[config.mk]
export PLATFORM = sky130hd
export DESIGN_NAME = tile_addr_gen
export DESIGN_NICKNAME = d
export VERILOG_FILES = /design/src/rtl/tile_addr_pkg.sv /design/src/rtl/tile_addr_ctrl.sv /design/src/rtl/tile_addr_dp.sv /design/src/rtl/tile_addr_gen.sv
export SDC_FILE = /design/constraint.sdc
export NUM_CORES = 2
export LEC_CHECK = 0
export BUFFER_PORTS_ARGS = -buffer_cell sky130_fd_sc_hd__buf_4
export CAP_MARGIN = 10
export CORE_MARGIN = 4
export CORE_UTILIZATION = 36
export CTS_CLUSTER_DIAMETER = 100
export DETAILED_ROUTE_END_ITERATION = 10
export PLACE_DENSITY = 0.49
export SYNTH_ARGS = -nofsm -noshare
export SYNTH_HDL_FRONTEND = slang
export SYNTH_SLANG_ARGS = --single-unit
[constraint.sdc]
create_clock -name clk -period 11.5 [get_ports clk]
set_input_delay 0 -clock clk [delete_from_list [all_inputs] [get_ports clk]]
set_output_delay 0 -clock clk [all_outputs]
set_load 0.005 [all_outputs]
[src/rtl/tile_addr_pkg.sv]
package tile_addr_pkg;
  localparam int ADDR_W    = 32;
  localparam int TILE_LOG2 = 12;
  localparam int TILE_W    = ADDR_W - TILE_LOG2;

  typedef enum logic [1:0] {
    LAYOUT_LINEAR = 2'd0,
    LAYOUT_WIDE   = 2'd1,
    LAYOUT_TALL   = 2'd2,
    LAYOUT_QUAD   = 2'd3
  } layout_e;

  typedef enum logic [1:0] {
    SWZ_NONE   = 2'd0,
    SWZ_B9_B10 = 2'd1,
    SWZ_B9     = 2'd2
  } swz_e;

  typedef struct packed {
    logic    load;
    layout_e sel;
    swz_e    swz;
  } ctrlStrobe_t;
endpackage

[src/rtl/tile_addr_ctrl.sv]
module tile_addr_ctrl
  import tile_addr_pkg::*;
(
  input  logic        clk,
  input  logic        rstN,
  input  logic        inValid,
  input  logic [1:0]  layoutSel,
  input  logic        stencil8,
  input  logic        swizzleEn,
  output ctrlStrobe_t strobe,
  output logic        outValid
);
  layout_e effLayout;

  // A stencil surface that is marked linear is still stored in quadrant tiles.
  always_comb begin
    effLayout = layout_e'(layoutSel);
    if (effLayout == LAYOUT_LINEAR && stencil8) effLayout = LAYOUT_QUAD;
  end

  always_comb begin
    strobe.load = inValid;
    strobe.sel  = effLayout;
    strobe.swz  = SWZ_NONE;
    if (swizzleEn) begin
      unique case (effLayout)
        LAYOUT_WIDE:             strobe.swz = SWZ_B9_B10;
        LAYOUT_TALL, LAYOUT_QUAD: strobe.swz = SWZ_B9;
        default:                 strobe.swz = SWZ_NONE;
      endcase
    end
  end

  always_ff @(posedge clk) begin
    if (!rstN) outValid <= 1'b0;
    else       outValid <= inValid;
  end
endmodule

[src/rtl/tile_addr_dp.sv]
module tile_addr_dp
  import tile_addr_pkg::*;
(
  input  logic              clk,
  input  logic              rstN,
  input  ctrlStrobe_t       strobe,
  input  logic [ADDR_W-1:0] pitch,
  input  logic [ADDR_W-1:0] memX,
  input  logic [ADDR_W-1:0] memY,
  output logic [ADDR_W-1:0] outOffset
);
  logic [ADDR_W-1:0] linOff, wideOff, tallOff, quadOff, rawOff, swzOff;
  logic [TILE_W-1:0] wideTile, tallTile, quadTile;

  // Tile numbers, row-major over the surface
  assign wideTile = TILE_W'((memY >> 3) * (pitch >> 9) + (memX >> 9));
  assign tallTile = TILE_W'((memY >> 5) * (pitch >> 7) + (memX >> 7));
  assign quadTile = TILE_W'((memY >> 6) * (pitch >> 6) + (memX >> 6));

  assign linOff  = memY * pitch + memX;
  assign wideOff = {wideTile, memY[2:0], memX[8:0]};
  // 16-byte units run down the column: column index above row index
  assign tallOff = {tallTile, memX[6:4], memY[4:0], memX[3:0]};
  // 8x8 blocks column-major, then nested 2x2 quadrants with y above x
  assign quadOff = {quadTile, memX[5:3], memY[5:3],
                    memY[2], memX[2], memY[1], memX[1], memY[0], memX[0]};

  always_comb begin
    unique case (strobe.sel)
      LAYOUT_WIDE: rawOff = wideOff;
      LAYOUT_TALL: rawOff = tallOff;
      LAYOUT_QUAD: rawOff = quadOff;
      default:     rawOff = linOff;
    endcase
  end

  always_comb begin
    swzOff = rawOff;
    unique case (strobe.swz)
      SWZ_B9_B10: swzOff[6] = rawOff[6] ^ rawOff[9] ^ rawOff[10];
      SWZ_B9:     swzOff[6] = rawOff[6] ^ rawOff[9];
      default:    swzOff[6] = rawOff[6];
    endcase
  end

  always_ff @(posedge clk) begin
    if (!rstN)            outOffset <= '0;
    else if (strobe.load) outOffset <= swzOff;
  end
endmodule

[src/rtl/tile_addr_gen.sv]
module tile_addr_gen
  import tile_addr_pkg::*;
(
  input  logic              clk,
  input  logic              rstN,
  input  logic              inValid,
  input  logic [1:0]        layoutSel,
  input  logic              stencil8,
  input  logic              swizzleEn,
  input  logic [ADDR_W-1:0] pitch,
  input  logic [ADDR_W-1:0] memX,
  input  logic [ADDR_W-1:0] memY,
  output logic              outValid,
  output logic [ADDR_W-1:0] outOffset
);
  ctrlStrobe_t strobe;

  tile_addr_ctrl u_ctrl (
    .clk(clk), .rstN(rstN), .inValid(inValid), .layoutSel(layoutSel),
    .stencil8(stencil8), .swizzleEn(swizzleEn), .strobe(strobe),
    .outValid(outValid)
  );

  tile_addr_dp u_dp (
    .clk(clk), .rstN(rstN), .strobe(strobe), .pitch(pitch),
    .memX(memX), .memY(memY), .outOffset(outOffset)
  );
endmodule

==> impl_metrics.ini <==
[floorplan]
die_height_um = 310
core-area_um2 = 90100
rows = 110
die_width_um = 310
start_util_pct = 36.4
pin_count = 136
die_area_um2 = 96000

[placement]
hpwlAfterDp_um = 92100
placedCellCount = 4775
place_congestion = 0.885
portBuffers = 135

[timing]
hold_viol_final = 0
relSlewSlack_pct = 32.7
rsz0062_at_grt = no
worstMarginPinSlew_ns = 0.999
clock.fmax_mhz = 138
setup_viol = 0
holdWs_ns = 0.00911
period_needed_ns = 7.26
period_share_pct = 63.1
finClkSkew_ns = 0
fin_tns_setup_ns = 0
final_max_slew_viol_count = 0

[layout]
instances_no_fill = 4788
drive_above_1_share_pct = 4.68
n_fill_cell = 9200
syn2layout_area_growth_pct = 7.12
nNetsFinal = 4858

[logic_synthesis]
ys_warn_count = 0
yosysMostFrequentCell = inv_1
ys_types = 62
async_flop_share_pct = 0
synth_top_area_share_pct = 48.9
synth_top_cells_by_count = inv_1, fa_1, ha_1
synth.area.top_cells = fa_1, ha_1, inv_1, and2_1, xnor2_1
ys_seq_area_share_pct = 2.01
syn_inst = 3563
synth_area_um2 = 32800
synth_edf_count = 0
syn-num-nets = 4814
syn_avg_cell_area_um2 = 9.21
yosys_register_bits = 33
synth_area_leader_cell = fa_1
synthFlopType = dfxtp_1

[route]
dr_total_vias = 23100
via_per_inst = 4.82
drt-pass1-iter-count = 5
drcViolationCount = 0
routed_wl_um = 110000
antenna_left = 0
drt_iter0_drc = 1481
wl_per_cell_um = 23.0

[global_routing]
antenna_found_initial = 5
first_global_vias = 25100
grt_pass1_wl_um = 166000
grt_use_total_pct = 23.7
grt_overflow = 0
grt_max_degree = 58

[critical_path]
cp-start-kind = input pin
cp.required_ns = 11.73
cp_slowest_stage_delay_ns = 0.52
cpMostUsedCell = fa_1
critical_path.max_fanout = 25
slowest_stage = fa_1
cp.arrival_ns = 7.48
end_kind = flip-flop
crit_type = input pin to flip-flop
timing.critical_path.from = memY[7]
rr_startpoint = u_dp.outOffset[28]

[clock_network]
cts_root_buf = clkbuf_16
cts_buffer_depth = 2
hold_buffers = 1
clk_pin_slew_ns = 0.07
htree_levels = 2
cts_sinks = 33
insertion_delay_ns = 0.30
tritoncts = yes
post-cts-setup-buffers = 0
cts.repair.resized = 0
numCtsBuffers = 5

[hold_path]
hold_class = input pin to flip-flop
worstHoldStart = memX[1]

[job]
drv_cap = 0

[outcome]
status = finished clean
kinds of logic (layout without fill, tap and decap cells):
logic type	count (synthesis)	after routing	synth area share, %
flip-flops	33	33	2.01
adder cells (fa/ha/maj)	1148	1148	62.1
XOR/XNOR	191	191	5.28
AO/OA/AOI/OAI	288	288	5.64
other	0	4	0
multiplexers	4	4	0.198
AND/OR/NAND/NOR	715	715	11.1
buffers and inverters	1184	1229	13.6
worst max-delay path: cells and delay by family:
kind | cells | cell delay [ns]
simple gates | 4 | 0.61
compound gates | 7 | 1.91
xor+xnor | 2 | 0.31
fa+ha+maj | 9 | 3.93
buf+inv | 6 | 0.71
cells in the final DEF, fill, tap and decap left out, types with 5 or more instances in the layout:
cell type	synthesis	layout
and2_1	318	318
o21bai_1	9	9
a221oi_1	13	13
inv_1	1077	1077
o211ai_1	6	6
o221ai_1	5	5
a22oi_1	7	7
nand2_1	272	272
a31oi_1	13	13
o21a_1	13	13
xnor2_1	140	140
a21oi_1	78	78
clkbuf_16	0	5
nand2b_1	10	10
a211oi_1	11	11
ha_1	346	346
xor2_1	45	45
nor2b_1	15	14
nor3_1	16	15
a21o_1	20	20
nor2_1	48	48
and3_1	5	5
nand3_1	6	6
buf_4	2	143
dfxtp_1	33	33
fa_1	802	802
or3_1	10	10
o21ai_0	69	69
layer usage:
layer  track usage (%)  vias to the layer above  share of wire [%]
met1              35.7                    11900                 47
met5                 0                        -              0.016
met2              38.0                      591                 46
li1                  -                    10500                  -
met3              2.12                       71                5.4
met4              3.67                        4                1.7
worst paths after layout:
kind / cells past startpoint / slack [ns] / endpoint
setup / recovery: 28 / 4.24 / u_dp.outOffset[31]
hold / removal: 3 / 0.009 / u_dp.outOffset[2]
hold reg to reg: 2 / 0.47 / u_dp.outOffset[7]
setup reg to reg: 2 / 10.60 / u_dp.outOffset[28]
state kept, by name, summed over array words and instances (netlist names):
| signal | count |
|---|---|
| u_ctrl.outValid | 1 |
| u_dp.outOffset | 32 |
stage by stage:
stage / instance area [µm²] / worst slack (ns) / utilization [%]
2_1_floorplan: 32800 / 4.55 / -
3_3_place_gp: 34900 / 3.99 / 38.8
3_5_place_dp: 34900 / 3.93 / 38.8
4_1_cts: 35100 / 4.22 / 39.0
5_1_grt: 35100 / 3.75 / 39.0
6_report: 35100 / 4.24 / 39.0
area by class of cell:
cell class,instances,area (µm²),area share [%]
inverters,1077,4040,11.5
clock inverters,3,46.3,0.132
multi-input cells,2346,27700,78.8
clock buffers,5,125,0.356
repair buffers,144,1080,3.08
diodes,4,10.0,0.0285
well taps,1176,1470,4.19
flip-flops and latches,33,661,1.88
Power is left out: the tool's default activity adds up to more than one toggle a clock period on the data nets, which glitch-free logic cannot reach.
